<file path="config.mk">
export PLATFORM = sky130hd
export DESIGN_NAME = adc_seq_top
export DESIGN_NICKNAME = d
export VERILOG_FILES = /design/src/rtl/adc_seq_pkg.sv /design/src/rtl/adc_trig_unit.sv /design/src/rtl/adc_seq_ctrl.sv /design/src/rtl/adc_res_bank.sv /design/src/rtl/adc_seq_top.sv
export SDC_FILE = /design/constraint.sdc
export NUM_CORES = 1
export LEC_CHECK = 0
export BUFFER_PORTS_ARGS = -buffer_cell sky130_fd_sc_hd__buf_4
export CELL_PAD_IN_SITES_DETAIL_PLACEMENT = 1
export CELL_PAD_IN_SITES_GLOBAL_PLACEMENT = 2
export CORE_MARGIN = 2
export CORE_UTILIZATION = 37
export CTS_CLUSTER_SIZE = 8
export DETAILED_ROUTE_END_ITERATION = 16
export GPL_TIMING_DRIVEN = 0
export PLACE_DENSITY_LB_ADDON = 0.1
export SYNTH_ARGS = -nofsm -noshare
export SYNTH_HDL_FRONTEND = slang
export SYNTH_SLANG_ARGS = --single-unit
</file>
<file path="constraint.sdc">
create_clock -name clk_i -period 4.2 [get_ports clk_i]
set_input_delay 0.84 -clock clk_i [delete_from_list [all_inputs] [get_ports clk_i]]
set_output_delay 0.84 -clock clk_i [all_outputs]
set_load 0.02 [all_outputs]
</file>
<file path="src/rtl/adc_seq_pkg.sv">
package adc_seq_pkg;
  typedef enum logic [1:0] {
    ST_SLEEP = 2'd0,
    ST_WAKE  = 2'd1,
    ST_START = 2'd2,
    ST_WAIT  = 2'd3
  } seq_st_e;

  localparam logic [1:0] TRG_NONE = 2'd0;
  localparam logic [1:0] TRG_EXT  = 2'd1;
  localparam logic [1:0] TRG_TMR  = 2'd2;

  localparam logic [1:0] EDG_RISE = 2'd0;
  localparam logic [1:0] EDG_FALL = 2'd1;
  localparam logic [1:0] EDG_BOTH = 2'd2;
endpackage

</file>
<file path="src/rtl/adc_trig_unit.sv">
module adc_trig_unit
  import adc_seq_pkg::*;
#(
  parameter int TMR_W  = 16,
  parameter int SYNC_N = 2
) (
  input  logic             clk_i,
  input  logic             rst_ni,
  input  logic [1:0]       sel_i,
  input  logic [1:0]       edge_i,
  input  logic             sw_i,
  input  logic             ext_i,
  input  logic [TMR_W-1:0] period_i,
  output logic             trig_o
);
  // synchroniser chain plus one history stage
  logic [SYNC_N:0] sync_q;
  logic            rise, fall, ext_hit, ext_evt_q;
  logic [TMR_W-1:0] tmr_q;
  logic            tick_q;

  always_ff @(posedge clk_i or negedge rst_ni) begin
    if (!rst_ni) sync_q <= '0;
    else         sync_q <= {sync_q[SYNC_N-1:0], ext_i};
  end

  assign rise = sync_q[SYNC_N-1] & ~sync_q[SYNC_N];
  assign fall = ~sync_q[SYNC_N-1] & sync_q[SYNC_N];

  always_comb begin
    unique case (edge_i)
      EDG_FALL: ext_hit = fall;
      EDG_BOTH: ext_hit = rise | fall;
      default:  ext_hit = rise;
    endcase
  end

  always_ff @(posedge clk_i or negedge rst_ni) begin
    if (!rst_ni) ext_evt_q <= 1'b0;
    else         ext_evt_q <= ext_hit;
  end

  always_ff @(posedge clk_i or negedge rst_ni) begin
    if (!rst_ni) begin
      tmr_q  <= '0;
      tick_q <= 1'b0;
    end else if (sel_i != TRG_TMR) begin
      tmr_q  <= '0;
      tick_q <= 1'b0;
    end else if (tmr_q >= period_i) begin
      tmr_q  <= '0;
      tick_q <= 1'b1;
    end else begin
      tmr_q  <= tmr_q + 1'b1;
      tick_q <= 1'b0;
    end
  end

  assign trig_o = sw_i
                | ((sel_i == TRG_EXT) & ext_evt_q)
                | ((sel_i == TRG_TMR) & tick_q);
endmodule

</file>
<file path="src/rtl/adc_seq_ctrl.sv">
module adc_seq_ctrl
  import adc_seq_pkg::*;
#(
  parameter int N_CH   = 8,
  parameter int WAKE_W = 8,
  localparam int CH_W  = $clog2(N_CH)
) (
  input  logic              clk_i,
  input  logic              rst_ni,
  input  logic              trig_i,
  input  logic [N_CH-1:0]   mask_i,
  input  logic [WAKE_W-1:0] wake_dly_i,
  input  logic              done_i,
  output logic              pwr_o,
  output logic              start_o,
  output logic [CH_W-1:0]   ch_o,
  output logic              wr_o,
  output logic              seq_done_o,
  output logic              ovr_set_o
);
  seq_st_e           st_q, st_d;
  logic [N_CH-1:0]   pend_q, pend_d, pend_clr;
  logic [WAKE_W-1:0] cnt_q, cnt_d;
  logic [CH_W-1:0]   cur;
  logic              fin_q, fin_d;

  function automatic logic [CH_W-1:0] lowest(input logic [N_CH-1:0] m);
    lowest = '0;
    for (int i = N_CH - 1; i >= 0; i--)
      if (m[i]) lowest = CH_W'(i);
  endfunction

  assign cur = lowest(pend_q);

  always_comb begin
    pend_clr      = pend_q;
    pend_clr[cur] = 1'b0;
  end

  always_comb begin
    st_d   = st_q;
    pend_d = pend_q;
    cnt_d  = cnt_q;
    fin_d  = 1'b0;
    unique case (st_q)
      ST_SLEEP: if (trig_i && (mask_i != '0)) begin
        pend_d = mask_i;
        cnt_d  = wake_dly_i;
        st_d   = (wake_dly_i == '0) ? ST_START : ST_WAKE;
      end
      ST_WAKE: begin
        if (cnt_q <= 1) st_d = ST_START;
        else            cnt_d = cnt_q - 1'b1;
      end
      ST_START: st_d = ST_WAIT;
      ST_WAIT: if (done_i) begin
        pend_d = pend_clr;
        if (pend_clr == '0) begin
          st_d  = ST_SLEEP;
          fin_d = 1'b1;
        end else begin
          st_d = ST_START;
        end
      end
      default: st_d = ST_SLEEP;
    endcase
  end

  always_ff @(posedge clk_i or negedge rst_ni) begin
    if (!rst_ni) begin
      st_q   <= ST_SLEEP;
      pend_q <= '0;
      cnt_q  <= '0;
      fin_q  <= 1'b0;
    end else begin
      st_q   <= st_d;
      pend_q <= pend_d;
      cnt_q  <= cnt_d;
      fin_q  <= fin_d;
    end
  end

  assign pwr_o      = (st_q != ST_SLEEP);
  assign start_o    = (st_q == ST_START);
  assign ch_o       = cur;
  assign wr_o       = (st_q == ST_WAIT) && done_i;
  assign seq_done_o = fin_q;
  assign ovr_set_o  = trig_i && (st_q != ST_SLEEP);
endmodule

</file>
<file path="src/rtl/adc_res_bank.sv">
module adc_res_bank #(
  parameter int N_CH  = 8,
  parameter int RES_W = 10,
  localparam int CH_W = $clog2(N_CH)
) (
  input  logic                  clk_i,
  input  logic                  rst_ni,
  input  logic                  wr_i,
  input  logic [CH_W-1:0]       ch_i,
  input  logic [RES_W-1:0]      data_i,
  input  logic [N_CH-1:0]       clr_i,
  output logic [N_CH*RES_W-1:0] res_o,
  output logic [N_CH-1:0]       rdy_o
);
  for (genvar g = 0; g < N_CH; g++) begin : g_ch
    logic [RES_W-1:0] res_q;
    logic             rdy_q;
    logic             hit;

    assign hit = wr_i && (ch_i == CH_W'(g));

    always_ff @(posedge clk_i or negedge rst_ni) begin
      if (!rst_ni) begin
        res_q <= '0;
        rdy_q <= 1'b0;
      end else begin
        if (hit) res_q <= data_i;
        // a store wins over a clear in the same cycle
        if (hit)           rdy_q <= 1'b1;
        else if (clr_i[g]) rdy_q <= 1'b0;
      end
    end

    assign res_o[g*RES_W +: RES_W] = res_q;
    assign rdy_o[g]                = rdy_q;
  end
endmodule

</file>
<file path="src/rtl/adc_seq_top.sv">
module adc_seq_top
  import adc_seq_pkg::*;
#(
  parameter int N_CH   = 8,
  parameter int RES_W  = 10,
  parameter int TMR_W  = 16,
  parameter int WAKE_W = 8,
  localparam int CH_W  = $clog2(N_CH)
) (
  input  logic                  clk_i,
  input  logic                  rst_ni,
  input  logic [N_CH-1:0]       ch_en_i,
  input  logic [1:0]            trig_sel_i,
  input  logic [1:0]            edge_sel_i,
  input  logic                  sw_trig_i,
  input  logic                  ext_trig_i,
  input  logic [TMR_W-1:0]      tmr_period_i,
  input  logic [WAKE_W-1:0]     wake_dly_i,
  output logic                  adc_pwr_o,
  output logic                  adc_start_o,
  output logic [CH_W-1:0]       adc_ch_o,
  input  logic                  adc_done_i,
  input  logic [RES_W-1:0]      adc_data_i,
  output logic [N_CH*RES_W-1:0] res_o,
  output logic [N_CH-1:0]       rdy_o,
  input  logic [N_CH-1:0]       rdy_clr_i,
  output logic                  ovr_o,
  input  logic                  ovr_clr_i,
  output logic                  seq_done_o
);
  logic trig, wr, ovr_set, ovr_q;

  adc_trig_unit #(.TMR_W(TMR_W)) u_trig (
    .clk_i    (clk_i),
    .rst_ni   (rst_ni),
    .sel_i    (trig_sel_i),
    .edge_i   (edge_sel_i),
    .sw_i     (sw_trig_i),
    .ext_i    (ext_trig_i),
    .period_i (tmr_period_i),
    .trig_o   (trig)
  );

  adc_seq_ctrl #(.N_CH(N_CH), .WAKE_W(WAKE_W)) u_ctrl (
    .clk_i      (clk_i),
    .rst_ni     (rst_ni),
    .trig_i     (trig),
    .mask_i     (ch_en_i),
    .wake_dly_i (wake_dly_i),
    .done_i     (adc_done_i),
    .pwr_o      (adc_pwr_o),
    .start_o    (adc_start_o),
    .ch_o       (adc_ch_o),
    .wr_o       (wr),
    .seq_done_o (seq_done_o),
    .ovr_set_o  (ovr_set)
  );

  adc_res_bank #(.N_CH(N_CH), .RES_W(RES_W)) u_bank (
    .clk_i  (clk_i),
    .rst_ni (rst_ni),
    .wr_i   (wr),
    .ch_i   (adc_ch_o),
    .data_i (adc_data_i),
    .clr_i  (rdy_clr_i),
    .res_o  (res_o),
    .rdy_o  (rdy_o)
  );

  always_ff @(posedge clk_i or negedge rst_ni) begin
    if (!rst_ni)        ovr_q <= 1'b0;
    else if (ovr_set)   ovr_q <= 1'b1;
    else if (ovr_clr_i) ovr_q <= 1'b0;
  end

  assign ovr_o = ovr_q;
endmodule

</file>
After elaboration in Yosys (flattened, before gate mapping)
Cells that the tools add are included.

Add/sub/neg operators: 2. Multipliers: 0. Divide/modulo/power cells: 0. $lt $le $gt $ge: 4. Equality and inequality tests: 19. Shift-type cells: 0. Muxes and demuxes: 48. Bitwise gates (word level): 11. Reductions and logical operators: 32.

Operator list (number): 16-bit 2-to-1 mux (2); 8-bit 2-to-1 mux (4); 8-bit case mux with 2 select lines (2); 1-bit 2-to-1 mux (24); 3-bit 2-to-1 mux (8); 2-bit nonzero test (12); 16-bit by 1-bit adder with 16-bit output, second input constant (1); 16-bit greater-or-equal comparator (1); 8-bit logical NOT (2); 3-bit == test, second input constant (4); 1-bit logical AND (12); 2-bit 2-to-1 mux (5); 3-bit AND reduction (3); 8-bit bitwise AND (1); 2-bit == test, second input constant (4); 8-bit by 1-bit <= comparator with 1-bit output, second input constant (1); 8-bit inverter (1); 2-bit case mux with 4 select lines (1); 8-bit nonzero test (1); 8-bit by 1-bit subtractor with 8-bit output, second input constant (1); 2-bit by 1-bit == test with 1-bit output, second input constant (3); 3-bit by 2-bit == test with 1-bit output, second input constant (2); 2-bit inequality test, second input constant (3); 1-bit bitwise AND (4); 10 further kinds (14).

Bits in registers: 129. Latch bits: 0. RAM bits: 0. Memory bits (read-only): 0. Bits of input ports: 60. Output and inout port bits: 95. Logic and storage cells: 141. Memories kept: 0.

Logic depth before layout (Yosys ltp)
Gate-level depths: netlist (run 1).

Depth in word-level cells: 18. Mapped depth: 8. Gate-level depth less buffers: 7.

Modules after synthesis
Synthesis (run 1) repeated with hierarchy kept, for this count alone.

Cell total of the unflattened synthesis: 508. Area total of the unflattened synthesis: 6234.7 µm².

Modules (own cells, without submodules): adc_res_bank (instances 1, cells an instance 208, area each 3490.8 µm², seq. area each 2202.1 µm²); adc_trig_unit (instances 1, cells an instance 158, area each 1455.1 µm², seq. area each 525.5 µm²); adc_seq_ctrl (instances 1, cells an instance 139, area each 1252.5 µm², seq. area each 475.5 µm²); adc_seq_top (instances 1, cells an instance 3, area each 36.3 µm², seq. area each 25.0 µm²).

Worst setup path after synthesis (run 1)
Ideal clock, no wire load.

Path kind: input -> register. Start: input tmr_period_i[3]. End: register u_trig.tmr_q[10]. Setup time: 0.072 ns. Data arrival time: 2.396 ns. Required time: 4.128 ns. Setup slack: 1.731 ns. Stages on the path: 8. Buffers on the path: 1. Cell sequence: inv_1 ha_1 a2111oi_0 o21ai_0 a221oi_1 o21ai_1 clkbuf_1 nor2_1.

Longest elaborated chain between the ends: 3.

Ends and longest elaborated chain: from (decl) (line adc_seq_top.sv:17) `input logic [TMR_W-1:0] tmr_period_i,`; 16-bit greater-or-equal comparator (line adc_trig_unit.sv:50) `end else if (tmr_q >= period_i) begin`; 16-bit 2-to-1 mux (line adc_trig_unit.sv:50); 16-bit 2-to-1 mux (line adc_trig_unit.sv:47) `end else if (sel_i != TRG_TMR) begin`; to (signal assigned) (line adc_trig_unit.sv:54) `tmr_q <= tmr_q + 1'b1;`; to (decl) (line adc_trig_unit.sv:19) `logic [TMR_W-1:0] tmr_q;`.

No other way between the ends. A chain may end at the register's enable or synchronous reset.

Worst setup path in the final report (run 1)
Start: input tmr_period_i[3]. End: register u_trig.tmr_q[11].

The elaborated chain is that of the path after synthesis.

==> results.json, run 1 <==
{
  "status": "finished clean",
  "post_cts.repair.setup_buffers": 0,
  "die-area_um2": 17660,
  "synth_cell_types": 60,
  "gp_congestion": 0.7758,
  "cts_buffers": 17,
  "wl_per_cell_um": 18.12,
  "hold_depth": 0,
  "dieWidth_um": 132.9,
  "seqCellArea_um2": 3228,
  "r2r_end": "u_trig.tmr_q[11]$_DFF_PN0_",
  "cts_max_path_buffers": 2,
  "synth_flop_cell": "dfrtp_1",
  "final_cell_mix": "buf_4 (163), dfrtp_1 (129), mux2_2 (62)",
  "finalCritPeriodShare_pct": 66.79,
  "synth-edff-count": 0,
  "syn-num-nets": 599,
  "period_needed_ns": 2.805,
  "grt_pass1_wl_um": 27200,
  "syn_inst": 516,
  "path_clk_slew_ns": 0.06,
  "dpl.cell_count": 891,
  "multi_input_area_um2": 2556,
  "insertion_delay_ns": 0.42,
  "fp-row-count": 47,
  "clkSinkCount": 129,
  "die_h_um": 132.9,
  "min_to": "u_trig.sync_q[1]$_DFF_PN0_",
  "tightest_slew_ns": 0.8141,
  "initialDrtViolationCount": 217,
  "end_kind": "register",
  "r2r_start": "u_trig.tmr_q[3]$_DFF_PN0_",
  "rsz0062_at_grt": "no",
  "reg2reg_slack_ns": 1.46,
  "gr-usage-all-layers_pct": 19.90,
  "gr-total-overflow": 0,
  "critPathKind": "input pin to register",
  "worst_setup_path_start_kind": "input pin",
  "tns_ns": 0,
  "layout_commonest_cell": "buf_4",
  "fillCellCount": 1767,
  "grt_pass1_vias": 5009,
  "worstHoldStart": "u_trig.sync_q[0]$_DFF_PN0_",
  "dp_hpwl_um": 12010,
  "required_ns": 4.55,
  "start_util_pct": 37.46,
  "finalNonFillerCells": 923,
  "avgSynthCellArea_um2": 11.91,
  "hp-class": "register to register",
  "grt_max_degree": 80,
  "io_buffers": 154,
  "drv_slew": 0,
  "vias_per_cell": 5.003,
  "critPathArrivalTime_ns": 3.15,
  "peakVddDrop_v": 0.0003879,
  "leakage_uw": 0.004083,
  "ys_ff_latch": 129,
  "cts_tree": "yes",
  "max_freq_mhz": 356.5,
  "wl_um": 16730,
  "power.density_nw_per_um2": 770.9,
  "rr_worst_depth": 7,
  "drive_above_1_share_pct": 42.67,
  "hold_viol": 0,
  "async_flop_share_pct": 100.0,
  "drc": 0,
  "antenna_cells": 0,
  "grt_antenna_before_repair": 0,
  "drt_pass1_iterations": 4,
  "ant_nets": 0,
  "pin_count": 155,
  "htreeDepth": 4,
  "synth_warnings": 0,
  "syn-cell-area_um2": 6146,
  "setup_viol_count_final": 0,
  "core_um2": 16410,
  "critPathMaxFanout": 10,
  "slew_headroom_pct": 45.72,
  "cap_viol_max_count": 0,
  "nets": 773,
  "skew_ns": 0.01153,
  "cts_root_buf": "clkbuf_16",
  "fin_util_pct": 50.16,
  "vias": 4618,
  "yosysSeqAreaShare_pct": 52.52,
  "hold_buffers": 0,
  "syn2layout_area_growth_pct": 33.92,
  "cts_resized": 0
}
-- routing by layer --
layer  vias up  wire length [µm]  track usage (%)
li1       2171                 -                -
met1      2322              7270            24.74
met2       110              8289            33.02
met3        15               934            6.284
met4         0               233            6.452
met5         -                 0                0
-- flip-flops by register name, summed over array words and instances (netlist names) --
signal	count
u_bank.g_ch.res_q	80
u_bank.g_ch.rdy_q	8
u_trig.tick_q	1
u_ctrl.cnt_q	8
u_ctrl.st_q	2
u_trig.tmr_q	16
ovr_o	1
u_ctrl.pend_q	8
u_trig.sync_q	3
u_trig.ext_evt_q	1
u_ctrl.seq_done_o	1
-- metrics by stage --
stage	worst slack (ns)	hold slack, ns	area (µm²)	total power (µW)
6_report	1.395	0.3538	8230	6345
5_1_grt	1.306	0.3572	8230	6715
4_1_cts	1.398	0.3562	8230	6432
3_5_place_dp	0.9941	0.3412	7609	4821
3_3_place_gp	1.046	0.3402	7577	4745
2_1_floorplan	1.731	0.3312	6146	3676
-- cell families after synthesis --
logic type      Yosys count  share of synthesized area (%)
compound gates           83                          9.243
buf+inv                  70                          5.883
xor+xnor                 15                          2.138
flops                   129                          52.52
fa+ha+maj                24                          4.845
simple gates            115                          9.609
mux                      80                          15.76
-- cell type report --
class | count | area share, %
tap | 220 | 3.344
timing repair buffer | 155 | 14.43
clock inverter | 15 | 2.387
sequential | 129 | 39.22
clock buffer | 17 | 5.169
buffer | 29 | 2.524
multi-input combinational | 317 | 31.06
inverter | 41 | 1.870
-- how the worst max path moves through the flow --
stage	start	to	cells past startpoint
2_1_floorplan	tmr_period_i[3]	u_trig.tmr_q[10]$_DFF_PN0_	8
3_3_place_gp	tmr_period_i[3]	u_trig.tmr_q[8]$_DFF_PN0_	9
3_5_place_dp	tmr_period_i[3]	u_trig.tmr_q[8]$_DFF_PN0_	9
4_1_cts	tmr_period_i[3]	u_trig.tmr_q[8]$_DFF_PN0_	9
5_1_grt	tmr_period_i[3]	u_trig.tmr_q[8]$_DFF_PN0_	9
6_report	tmr_period_i[3]	u_trig.tmr_q[11]$_DFF_PN0_	9
-- cells in the mapped netlist (2+ instances only) --
cell | count | area share (%)
mux2_4 | 18 | 4.4
clkbuf_8 | 2 | 0.45
nor2b_1 | 4 | 0.41
xnor2_1 | 2 | 0.29
clkbuf_1 | 9 | 0.55
a31oi_1 | 4 | 0.41
nand3_2 | 2 | 0.33
a21oi_1 | 14 | 1.1
nor2_1 | 35 | 2.1
inv_1 | 41 | 2.5
mux2_2 | 62 | 11
a221o_1 | 2 | 0.33
nor4_1 | 8 | 0.81
and2_1 | 2 | 0.20
o22ai_1 | 7 | 0.71
a2111oi_0 | 2 | 0.29
nand2b_1 | 2 | 0.20
or2_2 | 2 | 0.20
a211oi_1 | 3 | 0.37
buf_2 | 2 | 0.16
nor3_1 | 4 | 0.33
nand3_1 | 12 | 0.98
a22o_1 | 4 | 0.57
nor3_2 | 2 | 0.33
a211o_1 | 2 | 0.29
nor3b_1 | 2 | 0.24
ha_1 | 23 | 4.7
o211ai_1 | 2 | 0.24
a21o_1 | 6 | 0.73
buf_6 | 5 | 0.92
and3_1 | 6 | 0.61
xor2_1 | 13 | 1.9
nand4_1 | 5 | 0.51
a221oi_1 | 3 | 0.43
buf_4 | 10 | 1.2
dfrtp_1 | 129 | 53
o31a_1 | 2 | 0.29
o21ai_0 | 19 | 1.5
nand2_1 | 23 | 1.4
-- report_power, final --
group | internal, µW | switching (µW) | total [µW] | leakage, µW
logic | 1290 | 1480 | 2770 | 0.00214
clock network | 955 | 614 | 1570 | 0.000301
registers | 1710 | 290 | 2000 | 0.00164
total | 3960 | 2390 | 6350 | 0.00408
-- worst max-delay path: stages --
cell and delay (ns):
buf_4 0.07, inv_1 0.03, ha_1 0.31, a2111oi_0 0.34
o21ai_0 0.17, a221oi_1 0.55, o21ai_1 0.34, clkbuf_1 0.32
nor2_1 0.17
(Power assumes the default switching activity.)
==> inputs of run 2 (changes only) <==
- CORE_UTILIZATION: 37 -> 31
- clock period: 4.2 -> 2.5 ns (I/O delays scaled with it)
==> results.json, run 2 (same netlist as run 1, synthesis figures left out) <==
{
  "leakage_uw": 0.004054,
  "wl_per_cell_um": 17.73,
  "pin_count": 155,
  "required_ns": 2.00,
  "initialDrtViolationCount": 124,
  "finalPower_uw": 10450,
  "period_needed_ns": 2.378,
  "vias_per_cell": 4.733,
  "ant_nets": 0,
  "wl_um": 17140,
  "status": "finished clean",
  "slew_headroom_pct": 41.28,
  "critPathArrivalTime_ns": 1.88,
  "start_util_pct": 31.58,
  "grt_max_degree": 72,
  "path_clk_slew_ns": 0.07,
  "rsz0062_at_grt": "no",
  "syn2layout_area_growth_pct": 34.12,
  "htreeDepth": 4,
  "gr-total-overflow": 0,
  "final_cell_mix": "buf_4 (163), dfrtp_1 (129), mux2_2 (62)",
  "die_h_um": 144.8,
  "vias": 4577,
  "finalCritPeriodShare_pct": 95.11,
  "drive_above_1_share_pct": 43.30,
  "power.density_nw_per_um2": 1267,
  "layout_commonest_cell": "buf_4",
  "io_buffers": 154,
  "slowest_stage": "or4_4",
  "drc": 0,
  "drv_slew": 0,
  "hold_viol": 0,
  "dpl_worst_slack_ns": -0.3257,
  "cts_max_path_buffers": 2,
  "cap_viol_max_count": 0,
  "dp_hpwl_um": 12680,
  "critPathKind": "register to output port",
  "design_area_um2": 8243,
  "drt_pass1_iterations": 4,
  "grt_antenna_before_repair": 0,
  "cts_root_buf": "clkbuf_16",
  "largest_reg_flops": 80,
  "fillCellCount": 2145,
  "hold_buffers": 0,
  "tns_ns": 0,
  "grt_pass1_vias": 4807,
  "worst_setup_path_start_kind": "register",
  "cts_buffers": 17,
  "setup_ws_ns": 0.1222,
  "core_um2": 19460,
  "end_kind": "output port",
  "die-area_um2": 20970,
  "hp-class": "input pin to asynchronous set/reset pin",
  "nets": 772,
  "slowest_delay_ns": 0.52,
  "fp-row-count": 51,
  "skew_ns": 0.01303,
  "critPathMaxFanout": 9,
  "gp_congestion": 0.7949,
  "hold_slack_ns": 0.03523,
  "dieWidth_um": 144.8,
  "gr-usage-all-layers_pct": 16.81,
  "cts_tree": "yes",
  "grt_pass1_wl_um": 26500,
  "crit_chain": "buf_6 > or4_4 > a21o_4 > inv_1 > buf_4",
  "insertion_delay_ns": 0.42,
  "max_freq_mhz": 420.6,
  "regMostFlops": "u_bank.g_ch.res_q",
  "peakVddDrop_v": 0.0004911,
  "tightest_slew_ns": 0.8808,
  "antenna_cells": 0,
  "setup_viol_count_final": 0,
  "largest_registers": "u_bank.g_ch.res_q x80, u_trig.tmr_q x16",
  "clkSinkCount": 129,
  "placed_area_um2": 7665
}
[run 2: cell types whose count changed in the layout (fill, tap and decap cells not counted), sizes merged]
cell,change
clkinvlp,+2
inv,+2
bufinv,-3
clkbuf,-1
clkinv,-1
[run 2: layout make-up]
class	count	area, µm²	share of cell area [%]
plain buffers	28	205.2	2.489
clock buffers	17	425.4	5.161
clock inverters	15	138.9	1.685
inverters	41	153.9	1.867
multi-input cells	317	2572	31.21
flip-flops and latches	129	3228	39.16
well taps	265	331.6	4.022
repair buffers	155	1187	14.40
[run 2: worst max-delay path, delay by kind of cell (launching register included)]
family / cells / cell delay [ns]
buf+inv: 3 / 0.34
compound gates: 1 / 0.23
simple gates: 1 / 0.52
flops: 1 / 0.37
[run 2: worst paths after layout]
kind	startpoint	to	slack (ns)	cells past startpoint
hold / removal	rst_ni	u_ctrl.cnt_q[7]$_DFFE_PN0P_	0.04	1
min in group clk_i	ext_trig_i	u_trig.sync_q[0]$_DFF_PN0_	0.19	1
max in group asynchronous	rst_ni	u_bank.g_ch[2].res_q[4]$_DFFE_PN0P_	1.70	2
setup reg to reg	u_ctrl.pend_q[6]$_DFFE_PN0P_	u_ctrl.st_q[1]$_DFFE_PN0P_	0.12	5
setup / recovery	u_ctrl.pend_q[1]$_DFFE_PN0P_	adc_ch_o[2]	0.12	5
hold reg to reg	u_trig.sync_q[0]$_DFF_PN0_	u_trig.sync_q[1]$_DFF_PN0_	0.35	0
[run 2: routing by layer]
layer,vias to the layer above,global-route usage (%),part of all wire (%)
li1,2153,-,-
met1,2312,22.77,45
met2,100,26.64,49
met3,12,4.705,4.5
met4,0,4.190,0.97
met5,-,0,0
[run 2: report_power, final]
| part | switching, µW | internal, µW | leakage (µW) | total (µW) |
|---|---|---|---|---|
| Combinational | 2520 | 2160 | 0.00214 | 4680 |
| Clock | 1070 | 1320 | 0.000267 | 2390 |
| Sequential | 498 | 2880 | 0.00164 | 3380 |
| Total | 4080 | 6360 | 0.00405 | 10400 |
[run 2: what timing repair did]
action	4_1_cts	5_1_grt
resized for setup	2	3
buffers inserted	0	0
setup endpoints to repair	10	21
[run 2: through the flow]
stage	util, %	std cells
floorplan	-	516
global placement	39.22	935
detailed placement	39.38	936
CTS	42.33	968
global route	42.35	967
finish	42.35	967
